File: src/rtl/symdeint_pkg.sv
package symdeint_pkg;
  localparam int LFSR_W  = 12;
  localparam int SHORT_W = 10;
  localparam int ADDR_W  = LFSR_W + 1;
  localparam int N_SHORT = 1512;
  localparam int N_LONG  = 6048;
  localparam int SYMS    = 68;
  localparam int SYM_W   = $clog2(SYMS);
  localparam logic [1:0] MODE_LONG = 2'b01;

  // wire rewiring of the short-mode register into candidate bits
  function automatic logic [SHORT_W-1:0] rewire_short(input logic [SHORT_W-1:0] s);
    logic [SHORT_W-1:0] r;
    r[4] = s[0]; r[3] = s[1]; r[9] = s[2]; r[6] = s[3]; r[2] = s[4];
    r[8] = s[5]; r[1] = s[6]; r[5] = s[7]; r[7] = s[8]; r[0] = s[9];
    return r;
  endfunction

  // wire rewiring of the long-mode register into candidate bits
  function automatic logic [LFSR_W-1:0] rewire_long(input logic [LFSR_W-1:0] s);
    logic [LFSR_W-1:0] r;
    r[7]  = s[0]; r[1] = s[1]; r[4]  = s[2]; r[2]  = s[3];
    r[9]  = s[4]; r[6] = s[5]; r[8]  = s[6]; r[10] = s[7];
    r[0]  = s[8]; r[3] = s[9]; r[11] = s[10]; r[5] = s[11];
    return r;
  endfunction
endpackage

File: src/rtl/symdeint_prbs.sv
module symdeint_prbs
  import symdeint_pkg::*;
#(
  parameter int LW = LFSR_W,
  parameter int SW = SHORT_W,
  parameter int AW = ADDR_W
) (
  input  logic          clk,
  input  logic          rst_n,
  input  logic          clr,
  input  logic          step,
  input  logic          long_mode,
  output logic [AW-1:0] cand
);
  localparam logic [1:0] PH_ZERO0 = 2'd0;
  localparam logic [1:0] PH_ZERO1 = 2'd1;
  localparam logic [1:0] PH_RUN   = 2'd2;

  logic [LW-1:0] lfsr_q, lfsr_d;
  logic [1:0]    ph_q, ph_d;
  logic          tgl_q, tgl_d;
  logic          fb_short, fb_long;
  logic [LW-1:0] shifted;

  assign fb_short = lfsr_q[0] ^ lfsr_q[3];
  assign fb_long  = lfsr_q[0] ^ lfsr_q[1] ^ lfsr_q[4] ^ lfsr_q[6];
  assign shifted  = long_mode ? {fb_long, lfsr_q[LW-1:1]}
                              : {{(LW-SW){1'b0}}, fb_short, lfsr_q[SW-1:1]};

  always_comb begin
    lfsr_d = lfsr_q;
    ph_d   = ph_q;
    tgl_d  = tgl_q;
    if (clr) begin
      lfsr_d = '0;
      ph_d   = PH_ZERO0;
      tgl_d  = 1'b0;
    end else if (step) begin
      tgl_d = ~tgl_q;
      case (ph_q)
        PH_ZERO0: ph_d = PH_ZERO1;
        PH_ZERO1: begin
          ph_d   = PH_RUN;
          lfsr_d = LW'(1);
        end
        default:  lfsr_d = shifted;
      endcase
    end
  end

  always_ff @(posedge clk or negedge rst_n) begin
    if (!rst_n) begin
      lfsr_q <= '0;
      ph_q   <= PH_ZERO0;
      tgl_q  <= 1'b0;
    end else begin
      lfsr_q <= lfsr_d;
      ph_q   <= ph_d;
      tgl_q  <= tgl_d;
    end
  end

  assign cand = long_mode ? AW'({tgl_q, rewire_long(lfsr_q)})
                          : AW'({tgl_q, rewire_short(lfsr_q[SW-1:0])});
endmodule

File: src/rtl/symdeint_frame.sv
module symdeint_frame
  import symdeint_pkg::*;
#(
  parameter int NS = SYMS,
  parameter int NW = SYM_W
) (
  input  logic          clk,
  input  logic          rst_n,
  input  logic          sym_start,
  output logic [NW-1:0] sym_num,
  output logic          odd
);
  localparam logic [NW-1:0] LAST = NW'(NS - 1);

  logic [NW-1:0] sym_q, sym_d;

  always_comb begin
    sym_d = sym_q;
    if (sym_start) sym_d = (sym_q == LAST) ? '0 : sym_q + 1'b1;
  end

  always_ff @(posedge clk or negedge rst_n) begin
    if (!rst_n) sym_q <= LAST;
    else        sym_q <= sym_d;
  end

  assign sym_num = sym_q;
  assign odd     = sym_q[0];
endmodule

File: src/rtl/ofdm_symdeint_agen.sv
module ofdm_symdeint_agen
  import symdeint_pkg::*;
(
  input  logic              clk,
  input  logic              rst_n,
  input  logic [1:0]        mode_sel,
  input  logic              sym_start,
  input  logic              advance,
  output logic [ADDR_W-1:0] addr,
  output logic              addr_vld,
  output logic              wr_bank,
  output logic [SYM_W-1:0]  sym_num
);
  logic [1:0]        rs_q;
  logic              rst_ni;
  logic [ADDR_W-1:0] q_q, q_d, nmax, cand;
  logic              act_q, act_d, long_q, long_d;
  logic              cand_ok, take, step, odd;

  // asynchronous assert, synchronous release
  always_ff @(posedge clk or negedge rst_n) begin
    if (!rst_n) rs_q <= 2'b00;
    else        rs_q <= {rs_q[0], 1'b1};
  end
  assign rst_ni = rs_q[1];

  assign nmax    = long_q ? ADDR_W'(N_LONG) : ADDR_W'(N_SHORT);
  assign cand_ok = act_q && (cand < nmax);
  assign take    = cand_ok && advance;
  assign step    = act_q && (!cand_ok || advance);

  always_comb begin
    q_d    = q_q;
    act_d  = act_q;
    long_d = long_q;
    if (sym_start) begin
      q_d    = '0;
      act_d  = 1'b1;
      long_d = (mode_sel == MODE_LONG);
    end else if (take) begin
      q_d = q_q + 1'b1;
      if (q_q == nmax - 1'b1) act_d = 1'b0;
    end
  end

  always_ff @(posedge clk or negedge rst_ni) begin
    if (!rst_ni) begin
      q_q    <= '0;
      act_q  <= 1'b0;
      long_q <= 1'b0;
    end else begin
      q_q    <= q_d;
      act_q  <= act_d;
      long_q <= long_d;
    end
  end

  symdeint_prbs u_prbs (
    .clk       (clk),
    .rst_n     (rst_ni),
    .clr       (sym_start),
    .step      (step),
    .long_mode (long_q),
    .cand      (cand)
  );

  symdeint_frame u_frame (
    .clk       (clk),
    .rst_n     (rst_ni),
    .sym_start (sym_start),
    .sym_num   (sym_num),
    .odd       (odd)
  );

  assign wr_bank  = odd;
  assign addr_vld = cand_ok;
  assign addr     = odd ? cand : q_q;
endmodule

File: config.mk
export PLATFORM = sky130hd
export DESIGN_NAME = ofdm_symdeint_agen
export DESIGN_NICKNAME = d
export VERILOG_FILES = /design/src/rtl/symdeint_pkg.sv /design/src/rtl/symdeint_prbs.sv /design/src/rtl/symdeint_frame.sv /design/src/rtl/ofdm_symdeint_agen.sv
export SDC_FILE = /design/constraint.sdc
export NUM_CORES = 1
export LEC_CHECK = 0
export BUFFER_PORTS_ARGS = -buffer_cell sky130_fd_sc_hd__buf_2
export CORE_ASPECT_RATIO = 0.7
export CORE_MARGIN = 3
export CORE_UTILIZATION = 52
export CTS_CLUSTER_SIZE = 8
export DETAILED_ROUTE_END_ITERATION = 8
export HOLD_SLACK_MARGIN = 0.12
export PLACE_DENSITY = 0.79
export SLEW_MARGIN = 20
export SYNTH_ARGS = -nofsm -noshare
export SYNTH_HDL_FRONTEND = slang
export SYNTH_SLANG_ARGS = --single-unit
File: constraint.sdc
create_clock -name clk -period 1.4 [get_ports clk]
set_input_delay 0.07 -clock clk [delete_from_list [all_inputs] [get_ports clk]]
set_output_delay 0.07 -clock clk [all_outputs]
set_load 0.1 [all_outputs]
==> flow_metrics.env, run 1 <==
export IMPL_cts_setup_buffers=22
export IMPL_root_buffer="clkbuf_8"
export IMPL_ys_types=54
export IMPL_async_reset_ff_share_pct=100
export IMPL_synth_cells=242
export IMPL_synth_nets=250
export IMPL_stop_error="[ERROR DPL-0038] Utilization greater than 100%, impossible to legalize"
export IMPL_outcome="stopped before the end"
export IMPL_cts_resized=45
export IMPL_boundaryPins=28
export IMPL_cts_htree_levels=2
export IMPL_ys_flop_type="dfrtp_1"
export IMPL_fp_dieH_microns=61.6
export IMPL_fp_dieW_microns=85.4
export IMPL_ys_seq_elements=39
export IMPL_place_area_sq_um=3560
export IMPL_cts_made_buffers=5
export IMPL_ys_seq_area_share_pct=42.7
export IMPL_cts_hold_buf=4
export IMPL_cts_path_max_buffers=2
export IMPL_numPortBuffers=27
export IMPL_lastStage="clock tree synthesis"
export IMPL_syn_avg_cell_area_sq_um=9.49
export IMPL_place_ws_ns=-0.624
export IMPL_gp_routability_congestion=0.966
export IMPL_ys_warnings_count=0
export IMPL_synth_edf_count=0
export IMPL_dp_hpwl_microns=6030
export IMPL_start_util_pct=56.2
export IMPL_num_rows=19
export IMPL_cts_sinks=39
export IMPL_netlist_area_sq_um=2300
[cell usage after synthesis, drive strengths merged (2+ instances only)]
master | count | area, sq um
dfrtp | 36 | 901
nor2 | 25 | 96.4
a21oi | 21 | 105
nand2 | 16 | 62.6
mux2i | 11 | 110
nand3 | 11 | 60.1
o21ai | 11 | 62.6
a22o | 8 | 70.1
buf | 7 | 46.3
clkbuf | 7 | 27.5
mux2 | 7 | 78.8
nand4 | 7 | 43.8
nor2b | 7 | 43.8
nor3 | 7 | 35.0
inv | 5 | 18.8
o31ai | 5 | 37.5
xnor2 | 5 | 43.8
nor4 | 4 | 25.0
or4 | 4 | 30.0
a211oi | 3 | 35.0
a21o | 3 | 22.5
dfstp | 3 | 78.8
nor4b | 3 | 32.5
xor2 | 3 | 26.3
and3 | 2 | 12.5
ha | 2 | 25.0
o21a | 2 | 15.0
o32ai | 2 | 17.5
[cells by family after synthesis]
group	synth area share [%]
xor gates and xnor gates	3.05
muxes	8.23
buffers and inverters	4.20
DFF	42.7
and+or+nand+nor	21.6
AOI/OAI and AO/OA	19.0
other	0.163
adders and majority gates	1.09
[per-stage QoR]
stage,hold WS [ns],instances
floorplan,-0.226,242
global placement,-0.145,380
detailed placement,-0.142,380
==> run 2, diff against run 1 <==
--- a/config.mk
+++ b/config.mk
@@ -6,13 +6,10 @@
 export NUM_CORES = 1
 export LEC_CHECK = 0
 export BUFFER_PORTS_ARGS = -buffer_cell sky130_fd_sc_hd__buf_2
-export CORE_ASPECT_RATIO = 0.7
 export CORE_MARGIN = 3
-export CORE_UTILIZATION = 52
-export CTS_CLUSTER_SIZE = 8
+export CORE_UTILIZATION = 40
 export DETAILED_ROUTE_END_ITERATION = 8
-export HOLD_SLACK_MARGIN = 0.12
-export PLACE_DENSITY = 0.79
+export PLACE_DENSITY_LB_ADDON = 0.15
 export SLEW_MARGIN = 20
 export SYNTH_ARGS = -nofsm -noshare
 export SYNTH_HDL_FRONTEND = slang
==> constraint.sdc (replaced) <==
create_clock -name clk -period 1.82 [get_ports clk]
set_input_delay 0.091 -clock clk [delete_from_list [all_inputs] [get_ports clk]]
set_output_delay 0.091 -clock clk [all_outputs]
set_load 0.1 [all_outputs]
==> flow_metrics.env, run 2 <==
export IMPL_cts_path_max_buffers=2
export IMPL_fin_skew_ns=0.00344
export IMPL_crit_arrival_ns=1.70
export IMPL_drt_pass1_iter_count=4
export IMPL_synth_most_common_cell="dfrtp_1"
export IMPL_routed_wl_microns=6310
export IMPL_async_reset_ff_share_pct=100
export IMPL_ir_drop_mv=0.898
export IMPL_start_kind="register"
export IMPL_synth_edf_count=0
export IMPL_core_sq_um=5340
export IMPL_syn_avg_cell_area_sq_um=9.49
export IMPL_grt_pass1_wl_microns=10000
export IMPL_rsz0062_at_grt="true"
export IMPL_gp_routability_congestion=0.853
export IMPL_hold_viol_final=0
export IMPL_layout_common_cells="36 x buf_4, 35 x dfrtp_1, 19 x nor2_1"
export IMPL_grt_antenna_before_repair=0
export IMPL_synth_nets=250
export IMPL_grt_overflow=0
export IMPL_place_ws_ns=-0.0147
export IMPL_critPathLaunch="u_frame.sym_num[0]"
export IMPL_diodes=0
export IMPL_crit_type="reg2out"
export IMPL_drv_slew=0
export IMPL_dp_hpwl_microns=4410
export IMPL_regToRegSetupSlack_ns=0.03
export IMPL_critPathCapture="addr[2]"
export IMPL_boundaryPins=28
export IMPL_drt_iter0_markers=126
export IMPL_area_growth_pct=52.4
export IMPL_outcome="complete, no violations"
export IMPL_grt_max_degree=38
export IMPL_ys_seq_elements=39
export IMPL_hold_path_class="in2reg"
export IMPL_crit_fanout=31
export IMPL_start_util_pct=43.0
export IMPL_final_area_sq_um=3500
export IMPL_cts_made_buffers=5
export IMPL_period_minus_slack_ns=1.79
export IMPL_largest_register="q_q"
export IMPL_ant_nets=0
export IMPL_setup_viol=0
export IMPL_cts_tree="done"
export IMPL_required_ns=1.73
export IMPL_drc=0
export IMPL_yosys_area_top_type_share_pct=39.2
export IMPL_largest_reg_flops=13
export IMPL_post_route_period_util_pct=98.4
export IMPL_pwr_density_cell_nw_per_um2=906
export IMPL_clk_pin_slew_ns=0.08
export IMPL_fp_dieH_microns=81.8
export IMPL_cts_htree_levels=2
export IMPL_dieArea_sq_um=6680
export IMPL_ys_types=54
export IMPL_final_core_util_pct=65.6
export IMPL_p_leak_uw=0.00143
export IMPL_avgViaCountPerCell=5.63
export IMPL_synthTopCellsByArea="dfrtp_1 39%, mux2i_1 4.8%, a21oi_1 4.6%, nor2_1 3.9%, dfstp_2 3.4%"
export IMPL_insertion_delay_ns=0.29
export IMPL_setup_slack_ns=0.0297
export IMPL_fmax_mhz=559
export IMPL_cts_sinks=39
export IMPL_r2r_cells=6
export IMPL_numPortBuffers=27
export IMPL_cp_end_kind="output port"
export IMPL_num_rows=26
export IMPL_ys_seq_area_share_pct=42.7
export IMPL_reg2reg_from="long_q"
export IMPL_synth_cells=242
export IMPL_synth_top_area_cell="dfrtp_1"
export IMPL_synthTopCellsByCount="36 x dfrtp_1, 24 x nor2_1, 21 x a21oi_1"
export IMPL_final_layout_size_suffix_gt1_share_pct=43.6
export IMPL_dr_total_vias=2123
export IMPL_first_global_vias=2028
export IMPL_finalPower_uw=3170
export IMPL_ys_flop_type="dfrtp_1"
export IMPL_fp_dieW_microns=81.8
export IMPL_nNetsFinal=314
export IMPL_place_area_sq_um=3190
export IMPL_netlist_area_sq_um=2300
export IMPL_grt_usage_pct=19.4
export IMPL_wl_per_cell_microns=16.7
export IMPL_ys_warnings_count=0
export IMPL_max_cap_violations=0
export IMPL_root_buffer="clkbuf_8"
export IMPL_layout_commonest_cell="buf_4"
export IMPL_crit_reg2reg_capture="q_q[5]"
## run 2: cell counts after synthesis
No cell type changed its count.
## run 2: cell type report
class | count | area [sq um]
clock buffer | 7 | 96.3
fill | 442 | 1840
clock inverter | 1 | 7.51
timing repair buffer | 71 | 748
sequential | 39 | 988
inverter | 6 | 22.5
multi-input combinational | 183 | 1550
tap | 70 | 87.6
## run 2: stage by stage
stage / TNS [ns] / hold WS (ns) / cells
floorplan: -0.140 / -0.205 / 242
global placement: 0 / -0.123 / 365
detailed placement: -0.0285 / -0.122 / 365
CTS: 0 / 0.0370 / 374
global route: -0.144 / 0.0373 / 377
finish: 0 / 0.0456 / 377
## run 2: repair_timing
| item | CTS | global route |
|---|---|---|
| cloned | 0 | 1 |
| pin swaps | 1 | 17 |
| endpoints found under the setup margin | 5 | 26 |
| buffers inserted | 0 | 3 |
| hold buffers | 1 | 0 |
| resized for setup | 5 | 31 |
| endpoints found under the hold margin | 2 | 0 |
## run 2: kinds of logic (layout without fill, tap and decap cells)
family / count (synthesis) / after routing / share of synthesized area, %
buf+inv: 20 / 85 / 4.20
fa+ha+maj: 2 / 2 / 1.09
simple gates: 93 / 93 / 21.6
xor+xnor: 8 / 8 / 3.05
compound gates: 61 / 61 / 19.0
flops: 39 / 39 / 42.7
mux: 18 / 18 / 8.23
other cells: 1 / 1 / 0.163
## run 2: worst min path at each step
stage | from | end | slack [ns] | cells past startpoint
floorplan | rst_n | rs_q[0] | -0.20 | 0
finish | mode_sel[1] | long_q | 0.05 | 2
detailed placement | rst_n | rs_q[0] | -0.12 | 1
global route | mode_sel[1] | long_q | 0.04 | 2
global placement | rst_n | rs_q[0] | -0.12 | 1
CTS | mode_sel[1] | long_q | 0.04 | 2
## run 2: metal layers
layer	vias up	wire length, microns	track usage (%)
met4	0	70	5.48
li1	1016	-	-
met2	31	3040	30.5
met1	1069	3000	27.8
met5	-	0	0
met3	7	195	2.85
## run 2: report_power, final
| part | internal [uW] | total [uW] | switching, uW | leakage, uW |
|---|---|---|---|---|
| Sequential | 957 | 1060 | 98.2 | 0.000514 |
| Clock | 345 | 662 | 317 | 0.0000505 |
| Combinational | 409 | 1450 | 1040 | 0.000863 |
| Total | 1710 | 3170 | 1460 | 0.00143 |
## run 2: worst max-delay path: stages, from the launching register on
cell	delay, ns
dfstp_4	0.65
buf_16	0.26
nor2_1	0.15
a21oi_4	0.15
buf_12	0.19
Power figures use the tool's default switching activity.
